<file path="config.mk">
export PLATFORM = sky130hd
export DESIGN_NAME = hdiv_unit
export DESIGN_NICKNAME = d
export VERILOG_FILES = /design/src/rtl/hdiv_pkg.sv /design/src/rtl/hdiv_ctrl.sv /design/src/rtl/hdiv_datapath.sv /design/src/rtl/hdiv_unit.sv
export SDC_FILE = /design/constraint.sdc
export NUM_CORES = 1
export LEC_CHECK = 0
export BUFFER_PORTS_ARGS = -buffer_cell sky130_fd_sc_hd__buf_2
export CELL_PAD_IN_SITES_DETAIL_PLACEMENT = 0
export CELL_PAD_IN_SITES_GLOBAL_PLACEMENT = 1
export CORE_ASPECT_RATIO = 1.4
export CORE_MARGIN = 3
export CORE_UTILIZATION = 39
export CTS_BUF_LIST = sky130_fd_sc_hd__clkbuf_16
export DETAILED_ROUTE_END_ITERATION = 7
export GPL_TIMING_DRIVEN = 0
export PLACE_DENSITY_LB_ADDON = 0.1
export SLEW_MARGIN = 10
export SYNTH_ARGS = -nofsm -noshare
export SYNTH_HDL_FRONTEND = slang
export SYNTH_HIERARCHICAL = 1
export SYNTH_SLANG_ARGS = --single-unit
</file>
<file path="constraint.sdc">
create_clock -name clk -period 4.78 [get_ports clk]
set_input_delay 0.717 -clock clk [delete_from_list [all_inputs] [get_ports clk]]
set_output_delay 0.717 -clock clk [all_outputs]
set_load 0.02 [all_outputs]
</file>
<file path="src/rtl/hdiv_pkg.sv">
package hdiv_pkg;

  typedef enum logic [1:0] {
    ST_IDLE = 2'd0,
    ST_RUN  = 2'd1,
    ST_DONE = 2'd2
  } hdivState_e;

  // Strobes sent from control to datapath
  typedef struct packed {
    logic loadIter;     // capture magnitudes and start the loop
    logic loadSpecial;  // capture the fixed result of a special case
    logic step;         // one restoring-division step
    logic finish;       // last step: write the sign-corrected quotient
  } hdivStrobe_t;

endpackage

</file>
<file path="src/rtl/hdiv_ctrl.sv">
module hdiv_ctrl
  import hdiv_pkg::*;
#(
  parameter int DATA_W = 32
) (
  input  logic        clk,
  input  logic        rst,
  input  logic        startReq,
  input  logic        specialCase,
  output hdivStrobe_t strobe,
  output logic        busy,
  output logic        done
);

  localparam int CNT_W = $clog2(DATA_W);
  localparam logic [CNT_W-1:0] LAST_STEP = CNT_W'(DATA_W - 1);

  hdivState_e state, nextState;
  logic [CNT_W-1:0] stepCnt;

  always_comb begin
    strobe    = '0;
    nextState = state;
    case (state)
      ST_IDLE: begin
        if (startReq) begin
          if (specialCase) begin
            strobe.loadSpecial = 1'b1;
            nextState          = ST_DONE;
          end else begin
            strobe.loadIter = 1'b1;
            nextState       = ST_RUN;
          end
        end
      end
      ST_RUN: begin
        strobe.step = 1'b1;
        if (stepCnt == LAST_STEP) begin
          strobe.finish = 1'b1;
          nextState     = ST_DONE;
        end
      end
      ST_DONE: nextState = ST_IDLE;
      default: nextState = ST_IDLE;
    endcase
  end

  always_ff @(posedge clk) begin
    if (rst) begin
      state   <= ST_IDLE;
      stepCnt <= '0;
    end else begin
      state <= nextState;
      if (strobe.loadIter) begin
        stepCnt <= '0;
      end else if (strobe.step) begin
        stepCnt <= stepCnt + CNT_W'(1);
      end
    end
  end

  assign busy = (state != ST_IDLE);
  assign done = (state == ST_DONE);

  AST_DONE_PULSE: assert property (@(posedge clk) disable iff (rst)
    done |=> !done);
  AST_RUN_ADVANCE: assert property (@(posedge clk) disable iff (rst)
    (state == ST_RUN && stepCnt != LAST_STEP) |=>
      (state == ST_RUN && (stepCnt - $past(stepCnt)) == CNT_W'(1)));
  AST_SPECIAL_FAST: assert property (@(posedge clk) disable iff (rst)
    strobe.loadSpecial |=> done);
  AST_NO_RESTART: assert property (@(posedge clk) disable iff (rst)
    (busy && startReq) |=> $stable(busy) || done || $past(done));
  AST_RESET_IDLE: assert property (@(posedge clk)
    rst |=> (!busy && !done));

endmodule

</file>
<file path="src/rtl/hdiv_datapath.sv">
module hdiv_datapath
  import hdiv_pkg::*;
#(
  parameter int DATA_W    = 32,
  parameter int DIVS_W    = 16,
  parameter int INSTR_W   = 16,
  parameter int IDX_W     = 5,
  parameter int SRC_A_LSB = 0,
  parameter int SRC_B_LSB = 11
) (
  input  logic               clk,
  input  logic               rst,
  input  hdivStrobe_t        strobe,
  input  logic [INSTR_W-1:0] instrWord,
  input  logic [DATA_W-1:0]  srcAData,
  input  logic [DATA_W-1:0]  srcBData,
  output logic               specialCase,
  output logic [IDX_W-1:0]   srcAIdx,
  output logic [IDX_W-1:0]   srcBIdx,
  output logic [DATA_W-1:0]  resultOut,
  output logic [IDX_W-1:0]   destIdx,
  output logic               ovfOut
);

  localparam int EXT_W = DATA_W - DIVS_W;
  localparam logic [DATA_W-1:0] MOST_NEG = {1'b1, {(DATA_W-1){1'b0}}};

  // Decode and operand preparation
  logic [DATA_W-1:0] divisorExt, dvdMag, dvsMag, specialResult;
  logic              divZero, minOverMinusOne;

  assign srcAIdx    = instrWord[SRC_A_LSB +: IDX_W];
  assign srcBIdx    = instrWord[SRC_B_LSB +: IDX_W];
  assign divisorExt = {{EXT_W{srcAData[DIVS_W-1]}}, srcAData[DIVS_W-1:0]};

  assign divZero         = (divisorExt == '0);
  assign minOverMinusOne = (divisorExt == '1) && (srcBData == MOST_NEG);
  assign specialCase     = divZero || minOverMinusOne;
  assign specialResult   = divZero ? '0 : MOST_NEG;

  assign dvdMag = srcBData[DATA_W-1]   ? -srcBData   : srcBData;
  assign dvsMag = divisorExt[DATA_W-1] ? -divisorExt : divisorExt;

  // Restoring division state
  logic [DATA_W-1:0] remReg, quotReg, dvsReg, resultReg;
  logic [IDX_W-1:0]  destReg;
  logic              negReg, ovfReg;

  logic [DATA_W:0]   shiftedRem, trialDiff;
  logic              takeBit;
  logic [DATA_W-1:0] nextRem, nextQuot, fixedQuot;

  assign shiftedRem = {remReg, quotReg[DATA_W-1]};
  assign trialDiff  = shiftedRem - {1'b0, dvsReg};
  assign takeBit    = !trialDiff[DATA_W];
  assign nextRem    = takeBit ? trialDiff[DATA_W-1:0] : shiftedRem[DATA_W-1:0];
  assign nextQuot   = {quotReg[DATA_W-2:0], takeBit};
  assign fixedQuot  = negReg ? -nextQuot : nextQuot;

  always_ff @(posedge clk) begin
    if (rst) begin
      remReg    <= '0;
      quotReg   <= '0;
      dvsReg    <= '0;
      negReg    <= 1'b0;
      resultReg <= '0;
      ovfReg    <= 1'b0;
      destReg   <= '0;
    end else begin
      if (strobe.loadIter) begin
        remReg  <= '0;
        quotReg <= dvdMag;
        dvsReg  <= dvsMag;
        negReg  <= srcBData[DATA_W-1] ^ divisorExt[DATA_W-1];
        destReg <= srcBIdx;
      end
      if (strobe.loadSpecial) begin
        resultReg <= specialResult;
        ovfReg    <= 1'b1;
        destReg   <= srcBIdx;
      end
      if (strobe.step) begin
        remReg  <= nextRem;
        quotReg <= nextQuot;
      end
      if (strobe.finish) begin
        resultReg <= fixedQuot;
        ovfReg    <= 1'b0;
      end
    end
  end

  assign resultOut = resultReg;
  assign destIdx   = destReg;
  assign ovfOut    = ovfReg;

  AST_SPECIAL_OVF: assert property (@(posedge clk) disable iff (rst)
    strobe.loadSpecial |=> ovfReg);
  AST_ZERO_DIV_RESULT: assert property (@(posedge clk) disable iff (rst)
    (strobe.loadSpecial && divZero) |=> (resultReg == '0));
  AST_NO_OVERFLOW: assert property (@(posedge clk) disable iff (rst)
    strobe.finish |=> !ovfReg);
  AST_REM_BOUND: assert property (@(posedge clk) disable iff (rst)
    strobe.step |=> (remReg < dvsReg));
  AST_DEST_HELD: assert property (@(posedge clk) disable iff (rst)
    strobe.step |=> $stable(destReg));

endmodule

</file>
<file path="src/rtl/hdiv_unit.sv">
module hdiv_unit
  import hdiv_pkg::*;
#(
  parameter int DATA_W    = 32,
  parameter int DIVS_W    = 16,
  parameter int INSTR_W   = 16,
  parameter int IDX_W     = 5,
  parameter int SRC_A_LSB = 0,
  parameter int SRC_B_LSB = 11,
  parameter int PC_W      = 3,
  parameter int PC_STEP   = 2
) (
  input  logic               clk,
  input  logic               rst,
  input  logic               startReq,
  input  logic [INSTR_W-1:0] instrWord,
  input  logic [DATA_W-1:0]  srcAData,
  input  logic [DATA_W-1:0]  srcBData,
  output logic [IDX_W-1:0]   srcAIdx,
  output logic [IDX_W-1:0]   srcBIdx,
  output logic               busy,
  output logic               done,
  output logic [DATA_W-1:0]  quotient,
  output logic [IDX_W-1:0]   destIdx,
  output logic               flagZero,
  output logic               flagSign,
  output logic               flagOvf,
  output logic               flagWe,
  output logic [PC_W-1:0]    pcIncr
);

  hdivStrobe_t strobe;
  logic        specialCase;

  hdiv_ctrl #(.DATA_W(DATA_W)) ctrl_i (
    .clk         (clk),
    .rst         (rst),
    .startReq    (startReq),
    .specialCase (specialCase),
    .strobe      (strobe),
    .busy        (busy),
    .done        (done)
  );

  hdiv_datapath #(
    .DATA_W    (DATA_W),
    .DIVS_W    (DIVS_W),
    .INSTR_W   (INSTR_W),
    .IDX_W     (IDX_W),
    .SRC_A_LSB (SRC_A_LSB),
    .SRC_B_LSB (SRC_B_LSB)
  ) dp_i (
    .clk         (clk),
    .rst         (rst),
    .strobe      (strobe),
    .instrWord   (instrWord),
    .srcAData    (srcAData),
    .srcBData    (srcBData),
    .specialCase (specialCase),
    .srcAIdx     (srcAIdx),
    .srcBIdx     (srcBIdx),
    .resultOut   (quotient),
    .destIdx     (destIdx),
    .ovfOut      (flagOvf)
  );

  assign flagZero = (quotient == '0);
  assign flagSign = quotient[DATA_W-1];
  assign flagWe   = done;
  assign pcIncr   = PC_W'(PC_STEP);

endmodule

</file>
* Word level (Yosys, flattened, before mapping)
Cells that the tools add are included.
** Cells by class
- $add $sub $neg :: 5
- Eq/ne operators :: 7
- Muxes and demuxes :: 23
- Bitwise gates (word level) :: 1
- Reductions and logical operators :: 13
** Operators by type and width (count)
- $mux W32 :: 11
- $neg A32 Y32 :: 3
- $eq A32 B32 Y1 const B :: 2
- $logic_not A32 Y1 :: 2
- $sub A33 B32 Y33 :: 1
- $mux W2 :: 6
- $mux W5 :: 2
- $reduce_bool A2 Y1 :: 4
- $add A5 B1 Y5 const B :: 1
- $eq A5 B5 Y1 const B :: 1
- $pmux W2 S2 :: 1
- $reduce_or A2 Y1 :: 2
- $mux W1 :: 3
- $eq A2 B1 Y1 const B :: 1
- $eq A2 B2 Y1 const B :: 1
- $logic_not A2 Y1 :: 1
- $ne A2 B1 Y1 const B :: 1
- $ne A2 B2 Y1 const B :: 1
- $reduce_and A2 Y1 :: 1
- $logic_and A1 B1 Y1 :: 1
- $logic_not A1 Y1 :: 1
- $logic_or A1 B1 Y1 :: 1
- $xor A1 B1 Y1 :: 1
** Word-level totals
- Register bits after elaboration :: 142
- Input port bits :: 83
- Output and inout port bits :: 56
- Word-level logic and storage cells :: 58

* Longest topological paths before layout
- Depth after elaboration :: 8
- Gate-level depth with buffers :: 22
- Depth with buffers taken out :: 21

* By module
Netlist, hierarchy kept.
** Modules (own cells, without submodules)
- hdiv_datapath :: instances 1, cells each 1107, area each 8729.6 um2, seq. area each 2702.6 um2
- hdiv_ctrl :: instances 1, cells each 42, area each 359.1 um2, seq. area each 140.1 um2
- hdiv_unit :: instances 1, cells each 18, area each 117.6 um2, seq. area each 0.0 um2

* Least setup slack after synthesis
No wires, ideal clock.
- Path type :: register to register
- Start :: register dp_i.quotReg[31]
- End :: register dp_i.resultReg[30], in the netlist dp_i/resultOut[30]
- Library setup time :: 130 ps
- Data arrival time :: 4703 ps
- Data required time :: 4650 ps
- Slack :: -52 ps
- Stages on the path, launching flop included :: 22
- Clock period less this slack :: 4832 ps
- Cell sequence :: dfxtp_1 -> inv_1 -> ha_1 -> fa_1 -> nand2b_1 -> a21oi_1 -> o311a_1 -> a21o_1 -> a41o_1 -> a311o_1 -> and2_1 -> inv_1 -> clkbuf_1 -> ha_1 -> nand2b_1 -> or4_4 -> or2_4 -> or4_4 -> nand2b_4 -> o31ai_1 -> xor2_1 -> o21ai_0
** On the way
- Word-level cells in the longest chain between the ends :: 5
** Ends and longest elaborated chain
- from (decl) :: RTL line hdiv_datapath.sv:45 : logic [DATA_W-1:0] remReg, quotReg, dvsReg, resultReg;
- from (signal assigned) :: RTL line hdiv_datapath.sv:72 : quotReg <= dvdMag;
- from (signal assigned) :: RTL line hdiv_datapath.sv:84 : quotReg <= nextQuot;
- $sub A33 B32 Y33 :: RTL line hdiv_datapath.sv:54 : assign trialDiff = shiftedRem - {1'b0, dvsReg};
- $logic_not A1 Y1 :: RTL line hdiv_datapath.sv:55 : assign takeBit = !trialDiff[DATA_W];
- $neg A32 Y32 :: RTL line hdiv_datapath.sv:58 : assign fixedQuot = negReg ? -nextQuot : nextQuot;
- $mux W32 :: RTL line hdiv_datapath.sv:58
- $mux W32 :: RTL line hdiv_datapath.sv:86 : if (strobe.finish) begin
- to (signal assigned) :: RTL line hdiv_datapath.sv:78 : resultReg <= specialResult;
- to (signal assigned) :: RTL line hdiv_datapath.sv:87 : resultReg <= fixedQuot;
- to (decl) :: RTL line hdiv_datapath.sv:45
No other way between the ends.
A chain may end at the register's enable or synchronous reset.

* Worst setup path after layout
- Start :: register dp_i.quotReg[31]
- End :: register dp_i.resultReg[26], in the netlist dp_i/resultOut[26]
The elaborated chain is that of the path after synthesis.

==> out/qor.csv <==
metric;value;unit
status;finished, final reports clean;
DRT antenna net count;0;
vias in the first global route;9000;
Worst Max-Slew Pin Slew;976;ps
CTS Hold Bufs;0;
Synth top area share;30.9;%
Synth area leaders;dfxtp_1 31%, a21oi_1 5.4%, xor2_1 5.2%;
clock sink count;142;
Hold WC Path Type;flip-flop to flip-flop;
core area;0.0229;mm^2
die width;136;um
Max FO, Critical Path;11;
initial core utilization;40.3;%
# IOs;139;
switch share;41.5;%
largest net degree at the start of global routing;17;
GPL Wtd Cong;0.935;
CP arrival;4960;ps
Synth async-reset ratio;0;%
EDFF count, synth;0;
unrepaired setup endpoints after global routing;yes;
final number of max-transition violations;0;
Final Instance Area;0.0110;mm^2
yosys warns;6;
final worst-path setup slack;132;ps
via density per instance;5.59;
DRC;0;
Post-synth top cells;142 x dfxtp_1, 126 x nor2_1, 100 x a21oi_1;
Distinct cells, synth;73;
Final period util;97.2;%
global-route usage over all layers;24.5;%
crit path time final;4650;ps
post-synthesis sequential area ratio;30.9;%
slowest stage cell on the critical path;or4_4;
Buffers on Ports;107;
maximum clock frequency;215;MHz
Max VDD drop;249;uV
non-filler cells, final;1620;
critical path, cell by cell;inv_2 -> ha_4 -> fa_2 -> nand2b_4 -> a21oi_2 -> o311a_1 -> a21o_1 -> a41o_4 -> a311o_2 -> and2_4 -> clkinv_8 -> ha_4 -> nand2b_4 -> or4_4 -> or2_4 -> or4_4 -> nand2b_4 -> o41ai_4 -> xnor2_1 -> a21oi_1 -> nor2_1;
# setup viols final;0;
overall power;5.86;mW
DP HPWL;24.0;mm
Clock Path Buffers;2;
worst path required time;5090;ps
Synth area leader;dfxtp_1;
biggest cell delay along the critical path;440;ps
Worst Setup Slack post-DPL;-1060;ps
Worst-Skew Late Latency;430;ps
count leader, synth;dfxtp_1;
Crit. End Element;flip-flop;
Most Crowded Layer GR;met2;
DP Area;0.0101;mm^2
first-pass GRT wire length;48.9;mm
Power Density;532;mW/mm^2
Root Buffer;clkbuf_16;
Seq pwr share;23.9;%
M2 GR Usage;45.0;%
Final nets;1428;
drt pass-1 iters;7;
Initial DRC Count;605;
R2R setup slack;130;ps
leakage;4.40;nW
Setup TNS;0;ps
DIE HEIGHT;188;um
max-cap violations;0;
Synth Cell Area;0.00921;mm^2
post-DR wirelength/cell;19.0;um
Core Rows;65;
Layout area overhead;19.6;%
TritonCTS Buffers;17;
diode count;0;
gr ovfl total;0;
Crit Path Category;flip-flop to flip-flop;
met3 Track Usage GR;3.17;%
prevailing post-synth register cell;dfxtp_1;
flops & latches, synth;142;
M1 GR Usage;28.3;%
antenna violations before repair;0;
Crit path top cell by count;nand2b_4;
Combinational Power Share;51.7;%
Placed Cells;1576;
CTS tree;yes;
Syn Inst Count;1167;
H-Tree Depth;4;
layout cells sized above 1;16.9;%
Clock Skew;10.7;ps
Final Hold Vio Count;0;
Psw;2.43;mW
Setup crit start kind;flip-flop;
Int Pwr;3.43;mW
slew margin rel.;34.4;%
Avg Synthesized Cell Area;7.89;um^2
Total Wirelength;30.7;mm
clock power share;24.4;%
vias;9062;
clk slew on worst S/H paths;60;ps
DIE AREA;0.0255;mm^2
==> layout by cell type, fill, tap and decap left out, types with 9 or more instances in the layout <==
cell,n
o21a_1,10
nor4_1,17
a311oi_1,16
a211oi_1,50
nor2_1,126
clkbuf_1,47
buf_4,30
a32oi_1,20
nand3_1,24
ha_1,32
o21ai_0,49
nor3_1,36
dfxtp_1,140
or4_1,13
clkbuf_16,17
nand2b_1,14
or3_1,13
xor2_1,55
mux2i_1,14
nand2_1,95
xnor2_1,29
inv_1,48
o31ai_1,13
buf_2,112
nor3b_1,16
o41ai_1,9
a21o_1,15
nor2b_1,10
a21oi_1,97
nand4_1,12
==> flip-flops by register name, indices dropped and copies added, names as in the netlist <==
| name | cells |
|---|---|
| dp_i/dvsReg | 32 |
| dp_i/negReg | 1 |
| dp_i/destIdx | 5 |
| dp_i/resultOut | 32 |
| ctrl_i/stepCnt | 5 |
| dp_i/ovfOut | 1 |
| dp_i/quotReg | 32 |
| ctrl_i/state | 2 |
| dp_i/remReg | 32 |
==> through the flow <==
stage	utilization (%)	hold WS, ps
after floorplan	-	424
after global placement	44.3	437
after detailed placement	44.3	441
after CTS	48.0	450
after global routing	48.2	470
final	48.2	446
==> worst max-delay path: cells and delay by family (launching register included) <==
kind                       cells  cell delay [ps]
and+or+nand+nor                8             1760
AOI/OAI and AO/OA              7             1650
DFF                            1              330
xor gates and xnor gates       1              130
buffers and inverters          2              160
adders and majority gates      3              490
==> routing by layer <==
metal,part of all wire [%],wire (um)
met1,41,12500
met2,53,16200
met3,3.1,964
met4,3.1,961
met5,0,0
==> kinds of logic (layout without fill, tap and decap cells) <==
logic type                 Yosys count  after routing  synth area share (%)
other                                2              3                0.0816
muxes                               15             15                  1.64
buffers and inverters              137            288                  7.00
DFF                                142            142                  30.9
adders and majority gates           39             39                  5.38
and+or+nand+nor                    411            411                  22.2
AOI/OAI and AO/OA                  337            337                  24.9
xor gates and xnor gates            84             84                  7.99
==> repair_timing <==
| action | CTS | global route |
|---|---|---|
| pin swaps | 11 | 3 |
| resized for setup | 28 | 10 |
| buffers inserted | 10 | 4 |
| endpoints found under the setup margin | 11 | 16 |
==> power groups by stage <==
stage / registers [mW] / logic [mW] / clock network [mW]
final: 1.40 / 3.03 / 1.43
after global routing: 1.41 / 3.33 / 1.52
after CTS: 1.40 / 3.04 / 1.46
after detailed placement: 1.42 / 2.72 / 0
after global placement: 1.42 / 2.72 / 0
after floorplan: 1.39 / 1.97 / 0
==> path summary, 6_finish.rpt <==
path | start | endpoint | depth (start not counted)
hold / removal | dp_i/destIdx[3] | dp_i/destIdx[3] | 2
setup / recovery | dp_i/quotReg[31] | dp_i/resultOut[26] | 21
hold reg to reg | dp_i/destIdx[3] | dp_i/destIdx[3] | 2
setup reg to reg | dp_i/quotReg[31] | dp_i/resultOut[26] | 21
==> layout make-up <==
cell class                 instances  area [um^2]
fill                            2368        11800
multi-input combinational        889         5870
sequential                       142         2850
timing repair buffer             121          644
buffer                            85          449
clock buffer                      17          425
tap                              301          377
clock inverter                    15          201
inverter                          50          200
Power figures use the tool's default switching activity.
